<file path="config.mk">
export PLATFORM = sky130hd
export DESIGN_NAME = psr_shift8
export DESIGN_NICKNAME = d
export VERILOG_FILES = /design/src/rtl/psr_pkg.sv /design/src/rtl/psr_sync.sv /design/src/rtl/psr_clk_edge.sv /design/src/rtl/psr_stages.sv /design/src/rtl/psr_shift8.sv
export SDC_FILE = /design/constraint.sdc
export NUM_CORES = 1
export LEC_CHECK = 0
export BUFFER_PORTS_ARGS = -buffer_cell sky130_fd_sc_hd__buf_2
export CAP_MARGIN = 20
export CORE_UTILIZATION = 35
export DETAILED_ROUTE_END_ITERATION = 7
export PLACE_DENSITY_LB_ADDON = 0.05
export SLEW_MARGIN = 5
export SYNTH_ARGS = -nofsm -noshare
export SYNTH_HDL_FRONTEND = slang
export SYNTH_HIERARCHICAL = 1
export SYNTH_SLANG_ARGS = --single-unit
</file>
<file path="constraint.sdc">
create_clock -name clk -period 1.62 [get_ports clk]
set_clock_uncertainty 0.15 [all_clocks]
set_input_delay 0.486 -clock clk [delete_from_list [all_inputs] [get_ports clk]]
set_output_delay 0.486 -clock clk [all_outputs]
set_load 0.02 [all_outputs]
</file>
<file path="src/rtl/psr_pkg.sv">
package psr_pkg;

    localparam int unsigned PSR_WIDTH       = 8;
    localparam int unsigned PSR_SYNC_STAGES = 2;

    typedef enum logic [1:0] {
        OP_HOLD  = 2'd0,
        OP_LOAD  = 2'd1,
        OP_SHIFT = 2'd2
    } psr_op_e;

    typedef struct packed {
        logic clk_lvl;
        logic inh_lvl;
    } psr_clk_pair_t;

    // Load has absolute priority; a shift needs load released and a pulse.
    function automatic psr_op_e psr_decode(input logic load_n, input logic pulse);
        if (!load_n)
            return OP_LOAD;
        else if (pulse)
            return OP_SHIFT;
        else
            return OP_HOLD;
    endfunction

endpackage

</file>
<file path="src/rtl/psr_sync.sv">
module psr_sync #(
    parameter int unsigned WIDTH  = 2,
    parameter int unsigned STAGES = 2
) (
    input  logic             clk,
    input  logic             rst,
    input  logic [WIDTH-1:0] d,
    output logic [WIDTH-1:0] q
);

    logic [STAGES-1:0][WIDTH-1:0] chain;

    always_ff @(posedge clk) begin
        if (rst)
            chain[0] <= '0;
        else
            chain[0] <= d;
    end

    for (genvar s = 1; s < STAGES; s++) begin : g_stage
        always_ff @(posedge clk) begin
            if (rst)
                chain[s] <= '0;
            else
                chain[s] <= chain[s-1];
        end
    end

    assign q = chain[STAGES-1];

endmodule

</file>
<file path="src/rtl/psr_clk_edge.sv">
module psr_clk_edge
    import psr_pkg::*;
#(
    parameter int unsigned SYNC_STAGES = PSR_SYNC_STAGES
) (
    input  logic clk,
    input  logic rst,
    input  logic ext_clk,
    input  logic ext_inh,
    output logic shift_pulse
);

    psr_clk_pair_t raw_pair;
    psr_clk_pair_t sync_pair;
    logic          or_now;
    logic          or_prev;

    assign raw_pair.clk_lvl = ext_clk;
    assign raw_pair.inh_lvl = ext_inh;

    psr_sync #(
        .WIDTH  ($bits(psr_clk_pair_t)),
        .STAGES (SYNC_STAGES)
    ) u_sync (
        .clk (clk),
        .rst (rst),
        .d   (raw_pair),
        .q   (sync_pair)
    );

    assign or_now = sync_pair.clk_lvl | sync_pair.inh_lvl;

    always_ff @(posedge clk) begin
        if (rst)
            or_prev <= 1'b0;
        else
            or_prev <= or_now;
    end

    assign shift_pulse = or_now & ~or_prev;


    single_pulse_chk: assert property (@(posedge clk) disable iff (rst)
        shift_pulse |=> !shift_pulse);


    inhibit_blocks_chk: assert property (@(posedge clk) disable iff (rst)
        ($past(sync_pair.inh_lvl) && sync_pair.inh_lvl) |-> !shift_pulse);

endmodule

</file>
<file path="src/rtl/psr_stages.sv">
module psr_stages
    import psr_pkg::*;
#(
    parameter int unsigned WIDTH = PSR_WIDTH
) (
    input  logic             clk,
    input  logic             rst,
    input  logic             load_n,
    input  logic             shift_pulse,
    input  logic             ser_in,
    input  logic [WIDTH-1:0] par_in,
    output logic [WIDTH-1:0] stages
);

    psr_op_e          op;
    logic [WIDTH-1:0] shift_src;
    logic [WIDTH-1:0] nxt;

    assign op = psr_decode(load_n, shift_pulse);

    assign shift_src[0] = ser_in;
    for (genvar i = 1; i < WIDTH; i++) begin : g_link
        assign shift_src[i] = stages[i-1];
    end

    for (genvar i = 0; i < WIDTH; i++) begin : g_bit
        always_comb begin
            unique case (op)
                OP_LOAD:  nxt[i] = par_in[i];
                OP_SHIFT: nxt[i] = shift_src[i];
                default:  nxt[i] = stages[i];
            endcase
        end
    end

    always_ff @(posedge clk) begin
        if (rst)
            stages <= '0;
        else
            stages <= nxt;
    end


    reset_clear_chk: assert property (@(posedge clk)
        rst |=> (stages == '0));


    load_follow_chk: assert property (@(posedge clk) disable iff (rst)
        !load_n |=> (stages == $past(par_in)));


    shift_move_chk: assert property (@(posedge clk) disable iff (rst)
        (load_n && shift_pulse) |=>
            (stages == {$past(stages[WIDTH-2:0]), $past(ser_in)}));


    hold_stable_chk: assert property (@(posedge clk) disable iff (rst)
        (load_n && !shift_pulse) |=> $stable(stages));

endmodule

</file>
<file path="src/rtl/psr_shift8.sv">
module psr_shift8
    import psr_pkg::*;
#(
    parameter int unsigned WIDTH       = PSR_WIDTH,
    parameter int unsigned SYNC_STAGES = PSR_SYNC_STAGES
) (
    input  logic             clk,
    input  logic             rst,
    input  logic             load_n,
    input  logic             ext_clk,
    input  logic             ext_inh,
    input  logic             ser_in,
    input  logic [WIDTH-1:0] par_in,
    output logic             qh,
    output logic             qh_n
);

    localparam int unsigned LAST = WIDTH - 1;

    logic             shift_pulse;
    logic [WIDTH-1:0] stages;

    psr_clk_edge #(
        .SYNC_STAGES (SYNC_STAGES)
    ) u_edge (
        .clk         (clk),
        .rst         (rst),
        .ext_clk     (ext_clk),
        .ext_inh     (ext_inh),
        .shift_pulse (shift_pulse)
    );

    psr_stages #(
        .WIDTH (WIDTH)
    ) u_stages (
        .clk         (clk),
        .rst         (rst),
        .load_n      (load_n),
        .shift_pulse (shift_pulse),
        .ser_in      (ser_in),
        .par_in      (par_in),
        .stages      (stages)
    );

    assign qh   = stages[LAST];
    assign qh_n = ~stages[LAST];

endmodule

</file>
==> results of run 1 <==
==> path summary, 6_finish.rpt <==
| path | startpoint | end | depth (start not counted) |
|---|---|---|---|
| max | u_stages/stages[7] | qh_n | 2 |
| min | ext_inh | u_edge/u_sync/chain[0] | 2 |
| max reg2reg | u_edge/u_sync/q[0] | u_stages/stages[4] | 4 |
| min reg2reg | u_edge/u_sync/chain[1] | u_edge/u_sync/q[1] | 1 |
==> synth_stat cells <==
cell type	number	area, um2
a211oi_1	7	52.6
mux2i_1	8	80.1
dfxtp_1	13	260
a211oi_2	1	12.5
nor2_1	8	30.0
buf_1	1	3.75
buf_6	2	22.5
buf_4	3	22.5
inv_1	1	3.75
o21ba_1	2	20.0
nor2b_1	4	25.0
==> per-stage QoR <==
stage / instance area (um2) / hold slack [ns] / setup WS, ns / utilization (%)
after global placement: 593 / 0.275 / 0.348 / 43.4
after global routing: 619 / 0.280 / 0.0980 / 45.3
final: 619 / 0.270 / 0.179 / 45.3
after detailed placement: 593 / 0.278 / 0.333 / 43.4
after CTS: 619 / 0.262 / 0.157 / 45.3
after floorplan: 533 / 0.264 / 0.360 / -
==> sequential cells by signal (all words and copies together) (netlist names) <==
| signal | count |
|---|---|
| u_stages/stages | 8 |
| u_edge/u_sync/chain | 2 |
| u_edge/u_sync/q | 2 |
| u_edge/or_prev | 1 |
==> per-layer routing <==
layer	GRT usage [%]	up-vias
met2	16.4	12
met1	14.8	157
met4	5.00	0
met5	0	-
met3	9.78	0
li1	-	201
==> power breakdown <==
part | internal [mW] | leakage [nW] | switching (mW)
Combinational | 0.0434 | 0.149 | 0.0389
Clock | 0.0953 | 0.0150 | 0.0983
Sequential | 0.340 | 0.108 | 0.00939
==> critical path: cells and delay by family (launching register included) <==
family	cells	cell delay, ns
DFF	1	0.35
buffers and inverters	2	0.19
==> area by class of cell <==
class	count	area (um2)
multi-input cells	30	220
inverters	1	3.75
fillers	152	747
clock buffers	4	26.3
repair buffers	17	90.1
well taps	15	18.8
flip-flops and latches	13	260
==> logic make-up after synthesis <==
group / count (synthesis) / share of synthesized area (%)
AOI/OAI and AO/OA: 10 / 16.0
and+or+nand+nor: 12 / 10.3
muxes: 8 / 15.0
buffers and inverters: 7 / 9.86
DFF: 13 / 48.8
==> metrics.yaml, run 1 <==
outcome:
  outcome: "finished clean"
grt:
  grt_usage_pct: 12.5
  grt.overflow.total: 0
  antenna_found_initial: 0
  grt_max_degree: 17
  grt_pass1_wl_mm: 1.26
  grt_pass1_vias: 302
clock_network:
  clk_path_buf_depth: 2
  cts_hold_buf: 0
  tritoncts: "yes"
  cts_buffers: 3
  path_clk_slew_ns: 0.08
  htreeDepth: 1
  insertion_delay_ns: 0.27
  post_cts_buffers: 0
  cts_root_buf: "clkbuf_4"
  cts.sinks: 13
  cts_resized: 0
worst_setup_path:
  required_ns: 0.98
  critPathLaunchType: "register"
  endpoint_kind: "output port"
  criticalPathCategory: "reg -> out"
  cp_max_fo: 3
  critPathSlowestCell: "dfxtp_1"
  reg2reg_setup_slack_ns: 0.37
  crit_chain: "inv_1 -> buf_2"
  cp.arrival_ns: 0.81
  slowest_delay_ns: 0.35
sta:
  fin_crit_sh_pct: 89.0
  slew_viol_final: 0
  finalSetupViolCount: 0
  max_freq_mhz: 694
  slew_headroom_pct: 81.9
  hold_violations: 0
  fin_tns_setup_ns: 0
  tightest_slew_ns: 0.271
  rsz0062_at_grt: "false"
  period_needed_ns: 1.44
die:
  initial_core_util_pct: 39.0
  fp.dieH_um: 41.0
  ios: 16
  fp.dieW_um: 41.0
  die-area_um2: 1680
  std_cell_rows: 13
  core_area_um2: 1370
logic_synthesis:
  synth_seq_cells: 13
  synth_warnings: 6
  synth-seq-area-share_pct: 48.8
  ys_types: 11
  synthCells: 50
  syn_nets: 64
  synth_area_um2: 533
  syn_avg_cell_area_um2: 10.7
placement:
  dp_cells: 76
  portBuffers: 15
  gp_congestion: 0.565
  hpwl_um: 559
pwr:
  p_leak_nw: 0.272
  ir_drop_v: 0.000800
  p_total_mw: 0.626
  powerDensity_nw_per_um2: 1010
drt:
  wl_met2_um: 326
  post_drt_via_cell_ratio: 4.63
  wl_met1_um: 409
  top_layer_used: "met3"
  wl_met3_um: 47
  ant_nets: 0
  num_vias: 370
  drtPass1Iterations: 2
  drt_wl_total_um: 783
  wl_per_cell_um: 9.79
  drc_errors: 0
  drtIter0Drc: 2
layout:
  final_common_cell: "buf_2"
  drive_above_1_share_pct: 32.3
  syn_to_final_growth_pct: 16.2
  diodes: 0
  fin_cells: 80
  layout_common_cells: "buf_2 (15), dfxtp_1 (13), mux2i_1 (8), nor2_1 (8), a211oi_1 (7)"
  fin_nets: 80
worst_hold_path:
  hold_path_class: "in -> reg"
flow_run:
  max-cap-violations: 0
No activity file was read; power rests on OpenSTA's default activity.
==> run 2, diff against run 1 <==
CORE_AREA = 2 2 39 41   (was unset)
CORE_UTILIZATION = unset   (was 35)
DIE_AREA = 0 0 41 43   (was unset)
==> run 2 against run 1 <==
Core utilization down 1.0 points. Largest power group unchanged. Die area up 4.8%. Register-to-register slack about the same. Wire length down 3.1%. Count of clock-buffer cells in the layout unchanged.
==> metrics.yaml, run 2 (synthesized netlist as in run 1, its figures left out) <==
placement:
  dp_slack_ns: 0.352  # +0.0190 ns
  portBuffers: 15  # unchanged
  gp_congestion: 0.589  # +4.2%
  post_dp_cell_area_um2: 587  # -1.1%
worst_setup_path:
  cp.arrival_ns: 0.79  # -0.02 ns
  crit_chain: "inv_1 -> buf_2"
  critPathSlowestCell: "dfxtp_1"
  criticalPathCategory: "reg -> out"
  slowest_delay_ns: 0.34  # about the same
  cp_max_fo: 3  # unchanged
  endpoint_kind: "output port"
  reg2reg_setup_slack_ns: 0.37  # about the same
  critPathLaunchType: "register"
  required_ns: 0.98  # about the same
sta:
  fin_tns_setup_ns: 0  # unchanged
  rsz0062_at_grt: "false"
  period_needed_ns: 1.42  # -0.0166 ns
  setup_ws_ns: 0.196  # +0.0166 ns
  hold_violations: 0  # unchanged
  max_freq_mhz: 702  # +1.2%
  slew_viol_final: 0  # unchanged
  tightest_slew_ns: 0.259  # -0.0125 ns
  slew_headroom_pct: 82.7  # +0.83 points
  finalSetupViolCount: 0  # unchanged
  fin_crit_sh_pct: 87.9  # -1.0 points
pwr:
  p_switching_mw: 0.144  # -2.0%
  p_int_mw: 0.477  # -0.48%
  clockPowerShare_pct: 30.9  # about the same
  p_seq_share_pct: 56.3  # +0.4 points
  switching_share_pct: 23.1  # -0.28 points
  ir_drop_v: 0.000371  # -54%
  p_leak_nw: 0.267  # -1.9%
  power_frac_comb_pct: 12.8  # -0.4 points
  powerDensity_nw_per_um2: 1010  # +0.17%
drt:
  drt_wl_total_um: 759  # -3.1%
  drtPass1Iterations: 2  # unchanged
  num_vias: 362  # -2.2%
  drc_errors: 0  # unchanged
  wl_per_cell_um: 9.49  # -3.1%
  ant_nets: 0  # unchanged
  post_drt_via_cell_ratio: 4.53  # -2.2%
  drtIter0Drc: 1  # -1
grt:
  grt_use_met1_pct: 13.4  # -1.4 points
  grtUsageMet3_pct: 3.14  # -6.6 points
  grt.overflow.total: 0  # unchanged
  grt_pass1_wl_mm: 1.15  # -8.7%
  grt_usage_pct: 9.78  # -2.7 points
  grt_busiest_layer: "met1"
  grt_max_degree: 17  # unchanged
  use_met2_pct: 12.8  # -3.6 points
  grt_pass1_vias: 286  # -5.3%
  antenna_found_initial: 0  # unchanged
layout:
  design_area_um2: 613  # -1.0%
  final_core_util_pct: 44.3  # -1.0 points
  layout_common_cells: "buf_2 (15), dfxtp_1 (13), mux2i_1 (8), nor2_1 (8), a211oi_1 (7)"
  diodes: 0  # unchanged
  syn_to_final_growth_pct: 15.0
  drive_above_1_share_pct: 31.3  # -1.1 points
  final_common_cell: "buf_2"
  fin_nets: 79  # -1.3%
  top_register: "u_stages/stages"
  largest_reg_flops: 8  # unchanged
worst_hold_path:
  hold_path_class: "in -> reg"
die:
  initial_core_util_pct: 38.5  # -0.49 points
  fp.dieH_um: 43  # +4.8%
  fp.dieW_um: 41  # about the same
  std_cell_rows: 14  # +1
  ios: 16  # unchanged
  die-area_um2: 1760  # +4.8%
  core_area_um2: 1380  # +1.3%
clock_network:
  cts_hold_buf: 0  # unchanged
  post_cts_buffers: 0  # unchanged
  path_clk_slew_ns: 0.07  # about the same
  cts.sinks: 13  # unchanged
  cts_buffers: 3  # unchanged
  cts_root_buf: "clkbuf_4"
  insertion_delay_ns: 0.26  # about the same
  tritoncts: "yes"
  htreeDepth: 1  # unchanged
  clk_path_buf_depth: 2  # unchanged
  cts_resized: 0  # unchanged
outcome:
  outcome: "finished clean"
flow_run:
  max-cap-violations: 0  # unchanged
==> run 2: through the flow <==
step | total power, mW | cells | hold WS [ns]
after floorplan | 0.418 | 50 | 0.264
after global placement | 0.438 | 76 | 0.268
after detailed placement | 0.437 | 76 | 0.272
after CTS | 0.631 | 80 | 0.271
after global routing | 0.657 | 80 | 0.287
final | 0.620 | 80 | 0.276
==> run 2: area by class of cell <==
cell class,count,area [um2]
clock buffer,4,26.3
fill,150,771
inverter,1,3.75
multi-input combinational,30,220
sequential,13,260
tap,16,20.0
timing repair buffer,16,82.6
==> run 2: worst max-delay path, delay by kind of cell (launching register included) <==
| family | cells | cell delay (ns) |
|---|---|---|
| buffers and inverters | 2 | 0.19 |
| DFF | 1 | 0.34 |
==> run 2: worst paths after layout <==
| kind | depth (start not counted) | startpoint | end |
|---|---|---|---|
| min reg2reg | 1 | u_edge/u_sync/chain[0] | u_edge/u_sync/q[0] |
| max | 2 | u_stages/stages[7] | qh_n |
| min | 2 | ext_clk | u_edge/u_sync/chain[1] |
| max reg2reg | 4 | u_edge/or_prev | u_stages/stages[1] |
==> run 2: power by group through the flow <==
stage / logic (mW) / clock network (mW) / registers (mW)
4_1_cts: 0.0806 / 0.201 / 0.350
5_1_grt: 0.0882 / 0.217 / 0.353
6_report: 0.0795 / 0.192 / 0.349
3_3_place_gp: 0.0805 / 0 / 0.357
2_1_floorplan: 0.0617 / 0 / 0.357
3_5_place_dp: 0.0805 / 0 / 0.357
==> run 2: layer usage <==
metal | part of all wire, % | routed length [um]
met5 | 0 | 0
met1 | 48 | 362
met2 | 46 | 349
met4 | 0 | 0
met3 | 6.2 | 47
==> run 3, diff against run 2 <==
CORE_AREA = 3 3 40 42   (was 2 2 39 41)
DIE_AREA = 0 0 43 45   (was 0 0 41 43)
==> run 3 against run 2 <==
Worst hold slack better by 0.014 ns. Final cell count is 1.3% lower. Wire length is 14% higher. Non-clock buffer count stayed put. Via count is 2.8% higher. Critical endpoint unchanged. Largest cell class unchanged.
==> metrics.yaml, run 3 (synthesized netlist as in run 1, its figures left out) <==
outcome:
  outcome: "finished clean"
worst_setup_path:
  rr_endpoint: "u_stages/stages[1]"
  critPathLaunchType: "register"
  criticalPathCategory: "reg -> out"
  r2r_start: "u_edge/or_prev"
  cp_max_fo: 3  # unchanged
  required_ns: 0.98  # about the same
  cp.arrival_ns: 0.80  # about the same
  endpoint_kind: "output port"
  r2r_cells: 4  # unchanged
  reg2reg_setup_slack_ns: 0.35  # -0.02 ns
pwr:
  p_total_mw: 0.621  # +0.16%
  powerDensity_nw_per_um2: 1020  # +0.36%
  p_leak_nw: 0.267  # unchanged
  ir_drop_v: 0.000487  # +31%
placement:
  dp_slack_ns: 0.350  # -0.00175 ns
  portBuffers: 15  # unchanged
  dp_cells: 75  # -1.3%
  gp_congestion: 0.629  # +6.7%
  post_dp_cell_area_um2: 586  # -0.21%
  hpwl_um: 604
die:
  core_area_um2: 1280  # -7.1%
  fp.dieH_um: 45  # +4.7%
  die-area_um2: 1940  # +9.8%
  initial_core_util_pct: 41.5  # +3.0 points
  std_cell_rows: 13  # -1
  ios: 16  # unchanged
  fp.dieW_um: 43  # +4.9%
layout:
  layout_common_cells: "buf_2 (15), dfxtp_1 (13), mux2i_1 (8), nor2_1 (8), a211oi_1 (7)"
  top_register: "u_stages/stages"
  final_common_cell: "buf_2"
  fin_nets: 79  # unchanged
  fin_cells: 79  # -1.3%
  final_core_util_pct: 47.6  # +3.3 points
  diodes: 0  # unchanged
  syn_to_final_growth_pct: 14.8
  design_area_um2: 612  # -0.20%
  largest_reg_flops: 8  # unchanged
  drive_above_1_share_pct: 31.3  # unchanged
worst_hold_path:
  hp-start: "ext_inh"
  holdPathStages: 2  # unchanged
  hold_path_class: "in -> reg"
  min_to: "u_edge/u_sync/chain[0]"
clock_network:
  cts_root_buf: "clkbuf_4"
  path_clk_slew_ns: 0.07  # about the same
  cts.sinks: 13  # unchanged
  cts_resized: 0  # unchanged
  htreeDepth: 1  # unchanged
  clk_path_buf_depth: 2  # unchanged
  cts_hold_buf: 0  # unchanged
  post_cts_buffers: 0  # unchanged
  insertion_delay_ns: 0.26  # about the same
  cts_buffers: 3  # unchanged
  tritoncts: "yes"
sta:
  holdWs_ns: 0.291  # +0.0143 ns
  rsz0062_at_grt: "false"
  max_freq_mhz: 695  # -1.0%
  slew_headroom_pct: 82.5  # -0.25 points
  period_needed_ns: 1.44  # +0.0145 ns
  fin_tns_setup_ns: 0  # unchanged
  finalSetupViolCount: 0  # unchanged
  hold_violations: 0  # unchanged
  tightest_slew_ns: 0.263  # +0.00373 ns
  slew_viol_final: 0  # unchanged
  fin_crit_sh_pct: 88.8  # +0.89 points
  setup_ws_ns: 0.181  # -0.0145 ns
drt:
  wl_per_cell_um: 10.9  # +15%
  post_drt_via_cell_ratio: 4.71  # +4.1%
  num_vias: 372  # +2.8%
  drt_wl_total_um: 863  # +14%
  ant_nets: 0  # unchanged
  drc_errors: 0  # unchanged
  drtIter0Drc: 4  # +3
  drtPass1Iterations: 3  # +1
grt:
  grtUsageMet3_pct: 3.59  # +0.44 points
  antenna_found_initial: 0  # unchanged
  grt_max_degree: 17  # unchanged
  grt_use_met1_pct: 12.3  # -1.1 points
  use_met2_pct: 14.4  # +1.6 points
  grt.overflow.total: 0  # unchanged
  grt_usage_pct: 10.2  # +0.45 points
  grt_pass1_vias: 330  # +15%
  grt_busiest_layer: "met2"
  grt_pass1_wl_mm: 1.39  # +20%
flow_run:
  max-cap-violations: 0  # unchanged
## run 3: cell counts in the layout (fill, tap and decap cells not counted)
Identical to the previous run, type by type.
## run 3: worst max-delay path by stage
stage,startpoint,slack (ns),end
6_report,u_stages/stages[7],0.18,qh_n
3_3_place_gp,load_n,0.35,u_stages/stages[0]
4_1_cts,u_stages/stages[7],0.16,qh_n
2_1_floorplan,u_edge/u_sync/q[0],0.36,u_stages/stages[7]
3_5_place_dp,load_n,0.35,u_stages/stages[0]
5_1_grt,u_stages/stages[7],0.11,qh_n
## run 3: power breakdown
part	internal, mW	switching, mW
Clock	0.0952	0.0961
Combinational	0.0413	0.0390
Sequential	0.340	0.00937
Total	0.477	0.145
## run 3: worst max-delay path: stages (launching register included)
cell     delay (ns)
dfxtp_1        0.35
inv_1          0.04
buf_2          0.15
## run 3: layout make-up
type                            count  area (um2)
Tap cell                           15        18.8
Fill cell                         130         673
Multi-Input combinational cell     30         220
Inverter                            1        3.75
Clock buffer                        4        26.3
Timing Repair Buffer               16        82.6
Sequential cell                    13         260
## run 3: layer usage
metal,part of all wire [%],vias up,wire [um]
met5,0,-,0
met4,1.0,0,9
met3,5.1,2,44
met2,49,8,423
met1,45,165,385
li1,-,197,-
